<file path="src/rtl/ptw_pkg.sv">
package ptw_pkg;
  typedef enum logic [2:0] {
    S_IDLE, S_SET_A, S_HI_A, S_LO_A, S_SET_D, S_HI_D, S_LO_D, S_DONE
  } ptw_state_e;
endpackage

</file>
<file path="src/rtl/ptw_timer.sv">
module ptw_timer #(
  parameter int W = 4
) (
  input  logic         clk_i,
  input  logic         rst_ni,
  input  logic         clear_i,
  input  logic [W-1:0] len_i,
  output logic         last_o
);
  logic [W-1:0] cnt_q;

  assign last_o = (cnt_q == len_i - W'(1));

  always_ff @(posedge clk_i or negedge rst_ni) begin
    if (!rst_ni)                cnt_q <= '0;
    else if (clear_i || last_o) cnt_q <= '0;
    else                        cnt_q <= cnt_q + W'(1);
  end
endmodule

</file>
<file path="src/rtl/ptw_capture.sv">
module ptw_capture #(
  parameter int W = 8
) (
  input  logic         clk_i,
  input  logic         rst_ni,
  input  logic         en_i,
  input  logic [W-1:0] d_i,
  output logic [W-1:0] q_o
);
  always_ff @(posedge clk_i or negedge rst_ni) begin
    if (!rst_ni)   q_o <= '0;
    else if (en_i) q_o <= d_i;
  end
endmodule

</file>
<file path="src/rtl/phy_test_writer.sv">
module phy_test_writer
  import ptw_pkg::*;
#(
  parameter int DW       = 8,
  parameter int HIGH_CYC = 3,
  parameter int LOW_CYC  = 2
) (
  input  logic          clk_i,
  input  logic          rst_ni,
  input  logic          start_i,
  input  logic [DW-1:0] code_i,
  input  logic [DW-1:0] data_i,
  input  logic [DW-1:0] testdout_i,
  output logic          testclr_o,
  output logic          testclk_o,
  output logic          testen_o,
  output logic [DW-1:0] testdin_o,
  output logic          busy_o,
  output logic          done_o,
  output logic [DW-1:0] rdata_o
);
  localparam int MAXC = (HIGH_CYC > LOW_CYC) ? HIGH_CYC : LOW_CYC;
  localparam int CW   = $clog2(MAXC + 1) + 1;

  ptw_state_e    state_q, state_d;
  logic [DW-1:0] code_q, data_q;
  logic          clr_q, fall_d_q;
  logic [CW-1:0] len;
  logic          last, adv, accept;

  assign accept = (state_q == S_IDLE) && start_i;

  // phase length in system clocks
  always_comb begin
    unique case (state_q)
      S_HI_A, S_HI_D: len = CW'(HIGH_CYC);
      S_LO_A, S_LO_D: len = CW'(LOW_CYC);
      default:        len = CW'(1);
    endcase
  end

  ptw_timer #(.W(CW)) i_timer (
    .clk_i  (clk_i),
    .rst_ni (rst_ni),
    .clear_i(state_q == S_IDLE),
    .len_i  (len),
    .last_o (last)
  );

  assign adv = last && (state_q != S_IDLE);

  always_comb begin
    state_d = state_q;
    if (accept) state_d = S_SET_A;
    else if (adv) begin
      unique case (state_q)
        S_SET_A: state_d = S_HI_A;
        S_HI_A:  state_d = S_LO_A;
        S_LO_A:  state_d = S_SET_D;
        S_SET_D: state_d = S_HI_D;
        S_HI_D:  state_d = S_LO_D;
        S_LO_D:  state_d = S_DONE;
        default: state_d = S_IDLE;
      endcase
    end
  end

  always_ff @(posedge clk_i or negedge rst_ni) begin
    if (!rst_ni) begin
      state_q  <= S_IDLE;
      code_q   <= '0;
      data_q   <= '0;
      clr_q    <= 1'b1;
      fall_d_q <= 1'b0;
    end else begin
      state_q  <= state_d;
      fall_d_q <= (state_q == S_HI_D) && adv;
      if (accept) begin
        code_q <= code_i;
        data_q <= data_i;
        clr_q  <= 1'b0;
      end
    end
  end

  // capture one clock after data-phase falling strobe
  ptw_capture #(.W(DW)) i_capture (
    .clk_i (clk_i),
    .rst_ni(rst_ni),
    .en_i  (fall_d_q),
    .d_i   (testdout_i),
    .q_o   (rdata_o)
  );

  assign testclr_o = clr_q;
  assign testclk_o = (state_q == S_HI_A) || (state_q == S_HI_D);
  assign testen_o  = (state_q == S_SET_A) || (state_q == S_HI_A) || (state_q == S_LO_A);
  assign testdin_o = testen_o ? code_q : (state_q == S_IDLE ? '0 : data_q);
  assign busy_o    = (state_q != S_IDLE);
  assign done_o    = (state_q == S_DONE);

  a_r2_no_strobe_in_clear: assert property (@(posedge clk_i) disable iff (!rst_ni)
    testclr_o |-> !testclk_o && !$rose(testclk_o));
  a_r2_clear_stays_low: assert property (@(posedge clk_i) disable iff (!rst_ni)
    !testclr_o |=> !testclr_o);
  a_r5_setup: assert property (@(posedge clk_i) disable iff (!rst_ni)
    (testclk_o != $past(testclk_o)) |-> $stable(testen_o) && $stable(testdin_o));
  a_r5_hold: assert property (@(posedge clk_i) disable iff (!rst_ni)
    (testclk_o != $past(testclk_o)) |=> $stable(testen_o) && $stable(testdin_o));
  a_r6_min_high: assert property (@(posedge clk_i) disable iff (!rst_ni)
    $rose(testclk_o) |=> testclk_o);
  a_r8_done_pulse: assert property (@(posedge clk_i) disable iff (!rst_ni)
    done_o |=> !done_o && !busy_o);
  a_r7_busy_hold: assert property (@(posedge clk_i) disable iff (!rst_ni)
    (busy_o && !done_o) |=> $stable(code_q) && $stable(data_q));
endmodule

</file>
<file path="config.mk">
export PLATFORM = sky130hd
export DESIGN_NAME = phy_test_writer
export DESIGN_NICKNAME = d
export VERILOG_FILES = /design/src/rtl/ptw_pkg.sv /design/src/rtl/ptw_timer.sv /design/src/rtl/ptw_capture.sv /design/src/rtl/phy_test_writer.sv
export SDC_FILE = /design/constraint.sdc
export NUM_CORES = 1
export LEC_CHECK = 0
export BUFFER_PORTS_ARGS = -buffer_cell sky130_fd_sc_hd__buf_2
export CORE_MARGIN = 4
export CORE_UTILIZATION = 45
export CTS_CLUSTER_SIZE = 12
export DETAILED_ROUTE_END_ITERATION = 7
export PLACE_DENSITY = 0.79
export SLEW_MARGIN = 10
export SYNTH_ARGS = -nofsm -noshare
export SYNTH_HDL_FRONTEND = slang
export SYNTH_HIERARCHICAL = 1
export SYNTH_SLANG_ARGS = --single-unit
</file>
<file path="constraint.sdc">
create_clock -name clk_i -period 2.6 [get_ports clk_i]
set_input_delay 0.39 -clock clk_i [delete_from_list [all_inputs] [get_ports clk_i]]
set_output_delay 0.39 -clock clk_i [all_outputs]
set_load 0.02 [all_outputs]
</file>
# Yosys cells after proc, flatten, opt, wreduce, memory -nomap -nowiden
# Cells that the tools add are included.
# totals
word_cells,36
inputBits,27
register_bits,32
output_inout_bits,21
# classes
reduce_logical,12
muxes,7
add_sub_neg,2
eq_ne,8
# op_table
operator,count
$pmux 3 s6,1
$mux 8,2
$eq 3x3->1 const B,4
$mux 3,3
$eq 3x2->1 const B,2
$logic_or 1x1->1,4
$pmux 2 s2,1
$reduce_or 2->1,2
$add 3x1->3 const B,1
$eq 3x1->1 const B,1
$eq 3x3->1,1
$logic_and 1x1->1,3
$logic_not 3->1,1
$reduce_bool 3->1,1
$sub 2x1->3 const B,1
$reduce_bool 2->1,1

# Logic depth before layout (Yosys ltp)
# depth
word_depth,8
ltp_mapped,11
mapped_depth_nobuf,11

# Hierarchy
# The synthesis kept the hierarchy.
# by_module_without_submodules
module,area_each_um2,seq_area_each_um2,cells_each,instances
phy_test_writer,1092.3,526.8,97,1
ptw_capture,331.6,200.2,17,1
ptw_timer,224.0,75.1,19,1

# Least setup slack after synthesis
# Ideal clock, no wire load.
# synth_path
path_type,register to register
start,register state_q[0]
end,register state_q[1]
arrival_ns,2.239
slack_ns,0.234
required_ns,2.472
period_less_slack_ns,2.366
stages_incl_launch_ff,11
setup_ns,0.128
path_cell_list,dfrtp_1 inv_1 ha_1 nor2_1 a31oi_1 inv_1 ha_1 xnor3_1 and3_4 a21boi_1 mux2_1
# synth_between
elab_chain_cells,7
# synth_lines
element,line,source
"start, declared",phy_test_writer.sv:25,"ptw_state_e state_q, state_d;"
"start signal, assigned",phy_test_writer.sv:76,state_q <= state_d;
$eq 3x2->1 or $eq 3x3->1 (tied branches),phy_test_writer.sv:35,unique case (state_q)
$reduce_or 2->1,phy_test_writer.sv:35,
$pmux 2 s2 (*),phy_test_writer.sv:35,
via len[0],phy_test_writer.sv:28,logic [CW-1:0] len;
$sub 2x1->3 (*),ptw_timer.sv:12,assign last_o = (cnt_q == len_i - W'(1));
$eq 3x3->1 (*),ptw_timer.sv:12,
via last,phy_test_writer.sv:29,"logic last, adv, accept;"
$logic_and 1x1->1 (*),phy_test_writer.sv:50,assign adv = last && (state_q != S_IDLE);
$reduce_bool 2->1 (no line) (*),-,
# The timed path passes the listed nets; every way through them passes the cells marked *. The select of a mux whose other input is x is not followed.
# A chain may end at the register's enable or synchronous reset.

# Worst setup path in the final report
# layout_path
start,register state_q[1]
end,register state_q[1]
# The elaborated chain is that of the path after synthesis.

==> impl_results.md <==
* Status: finished clean
* CTS Root Buffer Type: clkbuf_8
* RSZ-0062 raised after global routing: no
* Tmin final at 2.49 ns
* TritonCTS buffer count at 5
* Top fanout value on the critical path at 8
* Layout area overhead at 23.6%
* Gr ovfl total at 0
* Area of the multi-input gates at 785 sq um
* Setup violators final at 0
* Synth warn at 6
* Iter 0 DRT Violations at 31
* Global-route wire length before repair at 4970 microns
* Vias in the first global route at 1,181
* Power per standard cell area at 1370 nW/um^2
* Largest net degree at the start of global routing at 33
* GRT Util Overall at 0.144
* Share of cells above drive strength 1 at 0.428
* Via count at 1,148
* P_sw at 0.00120 W
* Antenna violations before repair at 0
* Synth cell count leaders: dfrtp_1 (31), inv_1 (16), mux2_1 (10)
* Final worst-path cycle share at 0.958
* Slew Limit Fails at 0
* Top Ports at 48
* Max transition margin at 0.543
* Final setup TNS at 0 ns
* Post-Syn Instances at 133
* Worst Skew at 0.00916 ns
* Final Non-Filler Cells at 233
* Critical Path AT at 2.64 ns
* Storage cell area at 803 sq um
* Routed Antenna Nets at 0
* Fill count at 289
* Synthesized area at 1650 sq um
* Sequential fraction of design power at 0.306
* Final wirelength at 3420 microns
* Die Span Y at 68.5 microns
* Via-to-Cell Ratio at 4.93
* Synth async-reset ratio at 1.00
* Fmax at 402 MHz
* Clock share of power at 0.127
* Post-synth cell types at 36
* Drt pass-1 iters at 4
* Post-synthesis sequential area ratio at 0.487
* Antenna diode count at 0
* Clk_lat worst skew at 0.28 ns
* Post-synth EDFFs at 0
* Core Area at 3440 sq um
* Hold slack final at 0.145 ns
* Comb pwr share at 0.567
* Die W at 68.5 microns
* Register bit count reported by yosys at 32
* Hold Crit Class: in -> async
* Row count at 21
* CP peak stage delay at 0.44 ns
* Reg clk slew, reported paths at 0.07 ns
* Synth area leaders: dfrtp_1 (47%), mux2_4 (7.3%), mux2_1 (6.8%)
* Max cap viols at 0
* Synth top area share at 0.471
* Port-buffer cells at 47
* Routed wire length per instance at 14.7 microns
* Most used cell, CP: ha_1
* Clock Sinks at 32
* WP data required at 2.75 ns
* Worst Setup Start Kind: flop
* CTS Buffer Depth at 2
* Tightest Pin Transition at 0.686 ns
* H-tree depth at 2
* Critical path cell sequence: ha_1, nand2b_1, nor2_1, a31oi_2, inv_1, ha_1, xor2_1, and3_4, a21boi_1, mux2_1
* Dpl cells at 224
* Most common cell in the netlist: dfrtp_1
* Primary FF master, synth: dfrtp_1
* Initial Util at 0.479
* Peak VDD IR at 0.537 mV
* Area leader, netlist: dfrtp_1
* Syn_area_per_cell at 12.4 sq um
* Setup crit end kind: flop
* Post-layout nets at 219
* Post-DP HPWL at 2470 microns
* Crit Path Class: reg -> reg
* Max stage delay cell, worst path: dfrtp_2
* Die area at 4690 sq um
* Final RePlAce weighted congestion at 0.836
* Final Hold Viols at 0
* Pwr Total at 0.00280 W
* CTS tree: done
* Fin util at 0.592
* Int Power at 0.00160 W
* Lkg Pwr at 1.08 nW
* DRC viols at 0
* Switch share at 0.427
-- power groups by stage --
stage | logic (W) | clock network, W | registers (W)
finish | 0.00159 | 0.000357 | 0.000855
global route | 0.00173 | 0.000386 | 0.000879
CTS | 0.00156 | 0.000369 | 0.000849
detailed placement | 0.00155 | 0 | 0.000857
global placement | 0.00149 | 0 | 0.000836
floorplan | 0.00113 | 0 | 0.000861
-- state kept, by name, indices dropped and copies added, names as in the netlist --
| register | count |
|---|---|
| i_capture/q_o | 8 |
| state_q | 3 |
| data_q | 8 |
| fall_d_q | 1 |
| i_timer/cnt_q | 3 |
| testclr_o | 1 |
| code_q | 8 |
-- critical path: cells and delay by family, from the launching register on --
kind / cells / cell delay [ns]
AOI/OAI and AO/OA: 2 / 0.24
xor gates and xnor gates: 1 / 0.28
adders and majority gates: 2 / 0.53
buffers and inverters: 1 / 0.06
DFF: 1 / 0.44
muxes: 1 / 0.33
and+or+nand+nor: 3 / 0.50
-- layout by cell type (no fill, tap or decap), types with 3 or more instances in the layout --
master | synthesis | final
buf_2 | 3 | 47
clkbuf_8 | 0 | 5
dfrtp_1 | 31 | 30
ha_1 | 6 | 4
inv_1 | 16 | 16
mux2_1 | 10 | 10
mux2_2 | 7 | 7
mux2_4 | 8 | 8
mux2i_1 | 8 | 8
nand2_1 | 9 | 9
nand2b_1 | 3 | 3
xor2_1 | 3 | 3
-- area by class of cell --
type,count,area share
Sequential cell,32,0.394
Multi-Input combinational cell,82,0.385
Timing Repair Buffer,49,0.123
Clock buffer,7,0.0375
Inverter,16,0.0295
Tap cell,46,0.0283
Clock inverter,1,0.00246
-- kinds of logic after synthesis --
kind of cell,count (synthesis),synth area share
XOR/XNOR,4,0.0296
AO/OA/AOI/OAI,9,0.0365
buffers and inverters,20,0.0524
multiplexers,33,0.238
adder cells (fa/ha/maj),6,0.0456
flip-flops,32,0.487
AND/OR/NAND/NOR,28,0.109
other,1,0.00228
-- per-layer routing --
metal	wire length [microns]	vias to the layer above	part of all wire	global-route usage
met2	1830	38	0.53	0.255
li1	-	551	-	-
met3	218	0	0.064	0.0421
met4	0	0	0	0.0596
met5	0	-	0	0
met1	1370	559	0.40	0.161
-- through the flow --
stage | worst slack, ns | instance area (sq um)
global route | 0.0000500 | 2040
finish | 0.110 | 2040
detailed placement | 0.0182 | 1930
CTS | 0.0120 | 2010
floorplan | 0.234 | 1650
global placement | 0.159 | 1930
-- path summary, 6_finish.rpt --
check	from	endpoint	slack (ns)	depth (start not counted)
max	state_q[1]	state_q[1]	0.11	10
min	rst_ni	i_capture/q_o[4]	0.15	1
max reg2reg	state_q[1]	state_q[1]	0.11	10
min reg2reg	data_q[6]	data_q[6]	0.49	1
max in group asynchronous	rst_ni	state_q[1]	1.96	1
min in group clk_i	data_i[6]	data_q[6]	0.33	2
-- timing repair --
action	4_1_cts	5_1_grt
endpoints found under the hold margin	0	0
hold buffers	0	0
setup buffers	0	1
gates resized for setup	0	5
setup endpoints to repair	0	3
Power figures use the tool's default switching activity.
